File: config.mk
export PLATFORM = sky130hd
export DESIGN_NAME = tsv_voter
export DESIGN_NICKNAME = d
export VERILOG_FILES = /design/src/rtl/tsv_pkg.sv /design/src/rtl/tsv_phase_ctrl.sv /design/src/rtl/tsv_sample_bank.sv /design/src/rtl/tsv_maj_voter.sv /design/src/rtl/tsv_voter.sv
export SDC_FILE = /design/constraint.sdc
export NUM_CORES = 1
export LEC_CHECK = 0
export BUFFER_PORTS_ARGS = -buffer_cell sky130_fd_sc_hd__buf_4
export CAP_MARGIN = 30
export CORE_MARGIN = 2
export CORE_UTILIZATION = 58
export DETAILED_ROUTE_END_ITERATION = 10
export PLACE_DENSITY_LB_ADDON = 0.12
export SETUP_SLACK_MARGIN = 0.05
export SYNTH_ARGS = -nofsm -noshare
export SYNTH_HDL_FRONTEND = slang
export SYNTH_HIERARCHICAL = 1
export SYNTH_SLANG_ARGS = --single-unit
export TNS_END_PERCENT = 1
File: constraint.sdc
create_clock -name clk -period 1.7 [get_ports clk]
set_input_delay 0.085 -clock clk [delete_from_list [all_inputs] [get_ports clk]]
set_output_delay 0.085 -clock clk [all_outputs]
set_load 0.01 [all_outputs]
File: src/rtl/tsv_pkg.sv
package tsv_pkg;
    typedef enum logic [1:0] {
        ST_IDLE = 2'd0,
        ST_GAP0 = 2'd1,
        ST_GAP1 = 2'd2,
        ST_GAP2 = 2'd3
    } tsv_state_e;

    localparam int unsigned N_TAKES = 3;
endpackage

File: src/rtl/tsv_phase_ctrl.sv
module tsv_phase_ctrl
    import tsv_pkg::*;
#(
    parameter int unsigned D_STEP = 2
) (
    input  logic                 clk,
    input  logic                 rst_n,
    input  logic                 start,
    output logic [N_TAKES-1:0]   take,
    output logic                 commit,
    output logic                 busy
);
    localparam int unsigned CW = $clog2(D_STEP + 1);
    localparam logic [CW-1:0] LAST = CW'(D_STEP - 1);

    tsv_state_e      state_q, state_d;
    logic [CW-1:0]   cnt_q, cnt_d;
    logic            at_last;

    assign at_last = (cnt_q == LAST);

    // state register
    always_ff @(posedge clk or negedge rst_n) begin
        if (!rst_n) begin
            state_q <= ST_IDLE;
            cnt_q   <= '0;
        end else begin
            state_q <= state_d;
            cnt_q   <= cnt_d;
        end
    end

    // transitions
    always_comb begin
        state_d = state_q;
        cnt_d   = cnt_q;
        unique case (state_q)
            ST_IDLE: begin
                if (start) begin
                    state_d = ST_GAP0;
                    cnt_d   = '0;
                end
            end
            ST_GAP0: begin
                if (at_last) begin
                    state_d = ST_GAP1;
                    cnt_d   = '0;
                end else begin
                    cnt_d = cnt_q + 1'b1;
                end
            end
            ST_GAP1: begin
                if (at_last) begin
                    state_d = ST_GAP2;
                    cnt_d   = '0;
                end else begin
                    cnt_d = cnt_q + 1'b1;
                end
            end
            ST_GAP2: begin
                if (at_last) begin
                    state_d = ST_IDLE;
                    cnt_d   = '0;
                end else begin
                    cnt_d = cnt_q + 1'b1;
                end
            end
            default: state_d = ST_IDLE;
        endcase
    end

    // outputs
    always_comb begin
        take    = '0;
        commit  = 1'b0;
        busy    = (state_q != ST_IDLE);
        unique case (state_q)
            ST_IDLE: take[0] = start;
            ST_GAP0: take[1] = at_last;
            ST_GAP1: take[2] = at_last;
            ST_GAP2: commit  = at_last;
            default: ;
        endcase
    end

    // capture strobes and commit never coincide
    assert_strobe_exclusive_R3: assert property (@(posedge clk) disable iff (!rst_n)
        $onehot0({take, commit}));

    // a commit returns the machine to idle on the next cycle
    assert_commit_ends_R5: assert property (@(posedge clk) disable iff (!rst_n)
        commit |=> !busy);
endmodule

File: src/rtl/tsv_sample_bank.sv
module tsv_sample_bank
    import tsv_pkg::*;
#(
    parameter int unsigned WIDTH = 8
) (
    input  logic                               clk,
    input  logic                               rst_n,
    input  logic [N_TAKES-1:0]                 take,
    input  logic [WIDTH-1:0]                   din,
    output logic [N_TAKES-1:0][WIDTH-1:0]      samp
);
    for (genvar g = 0; g < N_TAKES; g++) begin : g_lane
        always_ff @(posedge clk or negedge rst_n) begin
            if (!rst_n)       samp[g] <= '0;
            else if (take[g]) samp[g] <= din;
        end

        // each lane holds the input present at its strobe
        assert_lane_capture_R2: assert property (@(posedge clk) disable iff (!rst_n)
            take[g] |=> (samp[g] == $past(din)));
    end
endmodule

File: src/rtl/tsv_maj_voter.sv
module tsv_maj_voter
    import tsv_pkg::*;
#(
    parameter int unsigned WIDTH = 8
) (
    input  logic [N_TAKES-1:0][WIDTH-1:0] samp,
    output logic [WIDTH-1:0]              maj,
    output logic                          split
);
    always_comb begin
        maj   = (samp[0] & samp[1]) | (samp[0] & samp[2]) | (samp[1] & samp[2]);
        split = |((samp[0] ^ samp[1]) | (samp[1] ^ samp[2]));
    end
endmodule

File: src/rtl/tsv_voter.sv
module tsv_voter
    import tsv_pkg::*;
#(
    parameter int unsigned WIDTH  = 8,
    parameter int unsigned D_STEP = 2,
    parameter int unsigned PERIOD = 8
) (
    input  logic              clk,
    input  logic              rst_n,
    input  logic              start,
    input  logic [WIDTH-1:0]  din,
    output logic [WIDTH-1:0]  vote_q,
    output logic              vote_vld,
    output logic              split_q
);
    localparam int unsigned SPAN = N_TAKES * D_STEP;

    if (D_STEP < 1 || SPAN >= PERIOD) begin : g_bad_params
        $error("tsv_voter: 3*D_STEP must be at least 3 and below PERIOD");
    end

    logic [N_TAKES-1:0]              take;
    logic                            commit;
    logic                            busy;
    logic [N_TAKES-1:0][WIDTH-1:0]   samp;
    logic [WIDTH-1:0]                maj;
    logic                            split;

    tsv_phase_ctrl #(.D_STEP(D_STEP)) u_ctrl (
        .clk    (clk),
        .rst_n  (rst_n),
        .start  (start),
        .take   (take),
        .commit (commit),
        .busy   (busy)
    );

    tsv_sample_bank #(.WIDTH(WIDTH)) u_bank (
        .clk   (clk),
        .rst_n (rst_n),
        .take  (take),
        .din   (din),
        .samp  (samp)
    );

    tsv_maj_voter #(.WIDTH(WIDTH)) u_vote (
        .samp  (samp),
        .maj   (maj),
        .split (split)
    );

    always_ff @(posedge clk or negedge rst_n) begin
        if (!rst_n) begin
            vote_q   <= '0;
            vote_vld <= 1'b0;
            split_q  <= 1'b0;
        end else begin
            vote_vld <= commit;
            if (commit) begin
                vote_q  <= maj;
                split_q <= split;
            end
        end
    end

    // the valid pulse lasts a single fast cycle
    assert_vld_single_R5: assert property (@(posedge clk) disable iff (!rst_n)
        vote_vld |=> !vote_vld);

    // outputs hold between commits
    assert_hold_between_R9: assert property (@(posedge clk) disable iff (!rst_n)
        !commit |=> ($stable(vote_q) && $stable(split_q)));

    // a strobe during a period leaves the first capture untouched
    assert_busy_start_R8: assert property (@(posedge clk) disable iff (!rst_n)
        (busy && start) |=> $stable(samp[0]));
endmodule

; ---- Yosys cells after proc, flatten, opt, wreduce, memory -nomap -nowiden
; Cells that the tools add are included.
[classes]
add_sub_neg = 1
mul = 0
div = 0
magnitude_cmp = 0
n_eq_ne = 8
shift = 0
n_mux = 12
n_bitwise = 8
reduce_logical = 4
[op_table]
columns = operator, n
row1 = 8-bit bitwise AND, 3
row2 = 8-bit OR, 3
row3 = 8-bit bitwise XOR, 2
row4 = 2-bit two-way mux, 6
row5 = 2-bit one-hot mux with 4 select lines, 1
row6 = 8-bit OR reduction, 1
row7 = 2-bit by 1-bit inequality test with 1-bit output (second input constant), 3
row8 = 2-bit by 1-bit == test with 1-bit output (second input constant), 2
row9 = 2-bit == test (second input constant), 2
row10 = 1-bit two-way mux, 4
row11 = 2-bit one-hot mux with 2 select lines, 1
row12 = 4-bit AND reduction, 1
row13 = 3-bit OR reduction, 1
row14 = 2-bit by 1-bit adder with 2-bit output (second input constant), 1
row15 = 2-bit logical NOT, 1
row16 = 2-bit inequality test (second input constant), 1
[totals]
ff_bits = 38
latch_bits = 0
ramBits = 0
mem_bits_ro = 0
in_bits = 11
out_inout_bits = 10
wordCells = 41
n_memories = 0

; ---- Depth between registers and ports, before layout
[depth]
depth_word = 3
ltp_mapped = 5

; ---- Modules after synthesis
; Netlist, hierarchy kept.
[modules_own_cells]
columns = mod, instances, cells_each, area_each_um2, seq_area_each_um2
row1 = tsv_sample_bank, 1, 51, 994.7, 600.6
row2 = tsv_voter, 1, 20, 396.6, 250.2
row3 = tsv_phase_ctrl, 1, 27, 310.3, 100.1
row4 = tsv_maj_voter, 1, 29, 301.5, 0.0

; ---- Least setup slack after synthesis
; Ideal clock, no wire load.
[synth_path]
kind = register to register
start = reg u_ctrl.state_q[0]
end = reg u_bank/samp[16] (netlist name)
setup_time_ps = 125
arrival_ps = 1304
required_time_ps = 1575
slack_ps = 271
path_stages_with_launch = 6
synth_period_minus_slack_ps = 1429
cell_sequence = dfrtp_1 -> inv_1 -> ha_1 -> and2_2 -> buf_6 -> mux2_4
[synth_between]
elab_chain_len = 2
[synth_lines]
columns = item, line_no
row1 = from (decl), tsv_phase_ctrl.sv:16  ; tsv_state_e state_q, state_d;
row2 = from (signal assigned), tsv_phase_ctrl.sv:28  ; state_q <= state_d;
row3 = 2-bit == test, tsv_phase_ctrl.sv:77  ; unique case (state_q)
row4 = 1-bit two-way mux, tsv_phase_ctrl.sv:77
row5 = via take[2], tsv_voter.sv:22  ; logic [N_TAKES-1:0] take;
row6 = "to (signal, indexed assignment)", tsv_sample_bank.sv:15  ; else if (take[g]) samp[g] <= din;
row7 = to (decl), tsv_sample_bank.sv:10  ; output logic [N_TAKES-1:0][WIDTH-1:0] samp
; The timed path passes the listed nets, and every way through them passes these cells.
; A chain may end at the register's enable or synchronous reset.

; ---- Worst setup path in the final report
[layout_path]
start = reg u_ctrl.state_q[1]
end = reg u_bank/samp[15] (netlist name)
[layout_between]
elab_chain_len = 2
[layout_lines]
columns = item, line_no
row1 = 2-bit by 1-bit == test with 1-bit output, tsv_phase_ctrl.sv:77
row2 = 1-bit two-way mux, tsv_phase_ctrl.sv:77
row3 = via take[1], tsv_voter.sv:22
; The timed path passes the listed nets, and every way through them passes these cells.

==> run_results.csv <==
group,metric,value,unit
run_status,status,"finished clean",
sta,final_hold_violating_endpoints,0,
yosys,count_of_yosys_warnings_during_synthesis,6,
global_routing,grt_start_max_net_pins,39,
sta,fin_worst_skew,0.0113,ns
sta,pins_over_slew_limit,0,
yosys,synth_cells,126,
clocking,cts_htree_levels,2,
clocking,ctsLongestPathBuffers,2,
clocking,clkSlewWorstSetupHoldPaths,0.10,ns
sta,grt_setup_unrepaired,"true",
global_routing,groute.usage.overall,0.207,
route,via_per_inst,5.29,
global_routing,antenna_found_initial,0,
layout,antenna_cells_inserted,0,
worst_hold_path,timing.hold.worst.class,"input port to register",
sta,setup-tns-final,0,ns
sta,max_slew_margin,0.691,
clocking,tritoncts,"built",
power,ir_worst_vdd,1.01,mV
job,maxCapViolCount,0,
die,die_h,62.7,um
sta,fin_worst_hold_slack,0.139,ns
global_routing,first_pass_grt_wire_length,6200,um
power,pwr_density_cell,1920,nW/um^2
yosys,syn_nets,158,
place,post_dp_cell_area,2170,um^2
clocking,tritoncts.num_buffers,5,
clocking,cts_root_buf,"sky130_fd_sc_hd__clkbuf_4",
yosys,post_synth_instance_area,2000,um^2
worst_setup_path,setup.worst_path.class,"register to register",
die,core_region_area,3310,um^2
sta,finalSetupViolCount,0,
route,drtIter0Drc,60,
clocking,cts.sinks,38,
worst_setup_path,endpoint_kind,"register",
sta,period_share,0.925,
die,initial_utilization,0.604,
sta,worst_pin_slew,0.464,ns
layout,layout_cells_sized_above_1,0.447,
sta,final_period_minus_worst_setup_slack,1.57,ns
clocking,clock_insertion_delay_worst_skew,0.34,ns
route,routed_wirelength,3510,um
sta,maxClockFrequency,636,MHz
layout,area_delta_synth_final,16.1,%
place,place.detailed.hpwl,2400,um
place,io_buffers,20,
layout,layout.core_utilization,0.701,
layout,layout.cells.non_filler,205,
die,die_area,3930,um^2
place,dp.cells,189,
die,placement_rows,21,
worst_setup_path,crit_path_max_fanout,8,
route,antenna_violating_nets_post_route,0,
global_routing,grt_remaining_overflow,0,
power,static-leakage-power,1.13,nW
route,avgRoutedWirePerCell,17.1,um
worst_setup_path,timing.critical_path.arrival,1.80,ns
route,number_of_detailed_route_iterations_in_the_first_pass,3,
route,drc,0,
worst_setup_path,worstSetupStartpointType,"register",
global_routing,grt_pass1_vias,1240,
layout,design.final.nets,191,
die,die_width,62.7,um
route,detailroute.via_count,1084,
place,finalWeightedCongestion,0.760,
layout,layout.cell_area.non_filler,2320,um^2
die,design.portCount,21,
worst_setup_path,timing.critical_path.required,1.92,ns
yosys,synthesis.area_per_instance,15.9,um^2
-- report_power, final --
part	total (mW)	internal [mW]	switching (mW)
Combinational	2.31	1.42	0.883
Clock	0.436	0.156	0.279
Sequential	1.71	1.35	0.357
-- flip-flops by register name, summed over array words and instances (netlist names) --
register        flops
vote_q              8
vote_vld            1
u_bank/samp        24
u_ctrl/cnt_q        2
u_ctrl/state_q      2
split_q             1
-- critical path, stage by stage, from the launching register on --
cell and delay (ns):
sky130_fd_sc_hd__dfrtp_1 0.43, sky130_fd_sc_hd__inv_1 0.11, sky130_fd_sc_hd__ha_1 0.22, sky130_fd_sc_hd__and2_2 0.37, sky130_fd_sc_hd__mux2_4 0.33
-- cell type report --
type | count | area, um^2
Clock buffer | 7 | 45.0
Inverter | 2 | 7.51
Tap cell | 46 | 57.6
Fill cell | 242 | 990
Timing Repair Buffer | 30 | 248
Sequential cell | 38 | 951
Multi-Input combinational cell | 82 | 1010
-- cells in the final DEF, fill, tap and decap left out --
cell type	count
sky130_fd_sc_hd__mux2i_1	1
sky130_fd_sc_hd__and2_1	2
sky130_fd_sc_hd__ha_2	1
sky130_fd_sc_hd__buf_4	21
sky130_fd_sc_hd__nor4_2	2
sky130_fd_sc_hd__a211o_1	8
sky130_fd_sc_hd__nand4_1	1
sky130_fd_sc_hd__ha_1	20
sky130_fd_sc_hd__nor4_1	2
sky130_fd_sc_hd__o21ai_2	1
sky130_fd_sc_hd__nor3_4	1
sky130_fd_sc_hd__nor2_1	2
sky130_fd_sc_hd__inv_1	2
sky130_fd_sc_hd__nor2b_4	1
sky130_fd_sc_hd__clkbuf_4	5
sky130_fd_sc_hd__and2_2	2
sky130_fd_sc_hd__mux2_2	1
sky130_fd_sc_hd__nand2b_4	1
sky130_fd_sc_hd__and2_4	1
sky130_fd_sc_hd__mux2_4	34
sky130_fd_sc_hd__clkbuf_1	2
sky130_fd_sc_hd__dfrtp_1	38
sky130_fd_sc_hd__dlygate4sd3_1	9
sky130_fd_sc_hd__o21ai_0	1
-- stage by stage --
step                total power, mW  worst slack [ns]
finish                         4.45             0.128
global placement               3.84             0.115
detailed placement             3.93            0.0543
floorplan                      3.38             0.271
global route                   4.78            0.0375
CTS                            4.41            0.0832
-- path summary, 6_finish.rpt --
| kind | startpoint | to | slack [ns] | depth (start not counted) |
|---|---|---|---|---|
| max in group asynchronous | rst_n | u_ctrl/state_q[0]$_DFFE_PN0P_ | 1.13 | 2 |
| min reg2reg | vote_q[4]$_DFFE_PN0P_ | vote_q[4]$_DFFE_PN0P_ | 0.53 | 1 |
| max reg2reg | u_ctrl/state_q[1]$_DFFE_PN0P_ | u_bank/samp[15]$_DFFE_PN0P_ | 0.13 | 4 |
| min in group asynchronous | rst_n | u_bank/samp[8]$_DFFE_PN0P_ | 0.23 | 2 |
| max | u_ctrl/state_q[1]$_DFFE_PN0P_ | u_bank/samp[15]$_DFFE_PN0P_ | 0.13 | 4 |
| min | start | u_ctrl/cnt_q[0]$_DFFE_PN0P_ | 0.14 | 3 |
-- per-layer routing --
metal / up-vias / global-route usage / part of all wire
li1: 526 / - / -
met1: 535 / 0.279 / 0.46
met2: 16 / 0.327 / 0.50
met3: 7 / 0.0450 / 0.027
met4: 0 / 0.0833 / 0.018
met5: - / 0 / 0
-- what timing repair did --
action                                  CTS  global route
cloned                                    0             0
hold buffers                              9             0
endpoints found under the setup margin    8             9
resized for setup                         1             3
endpoints found under the hold margin    62             0
setup buffers                             0             0
No activity file was read; power rests on OpenSTA's default activity.
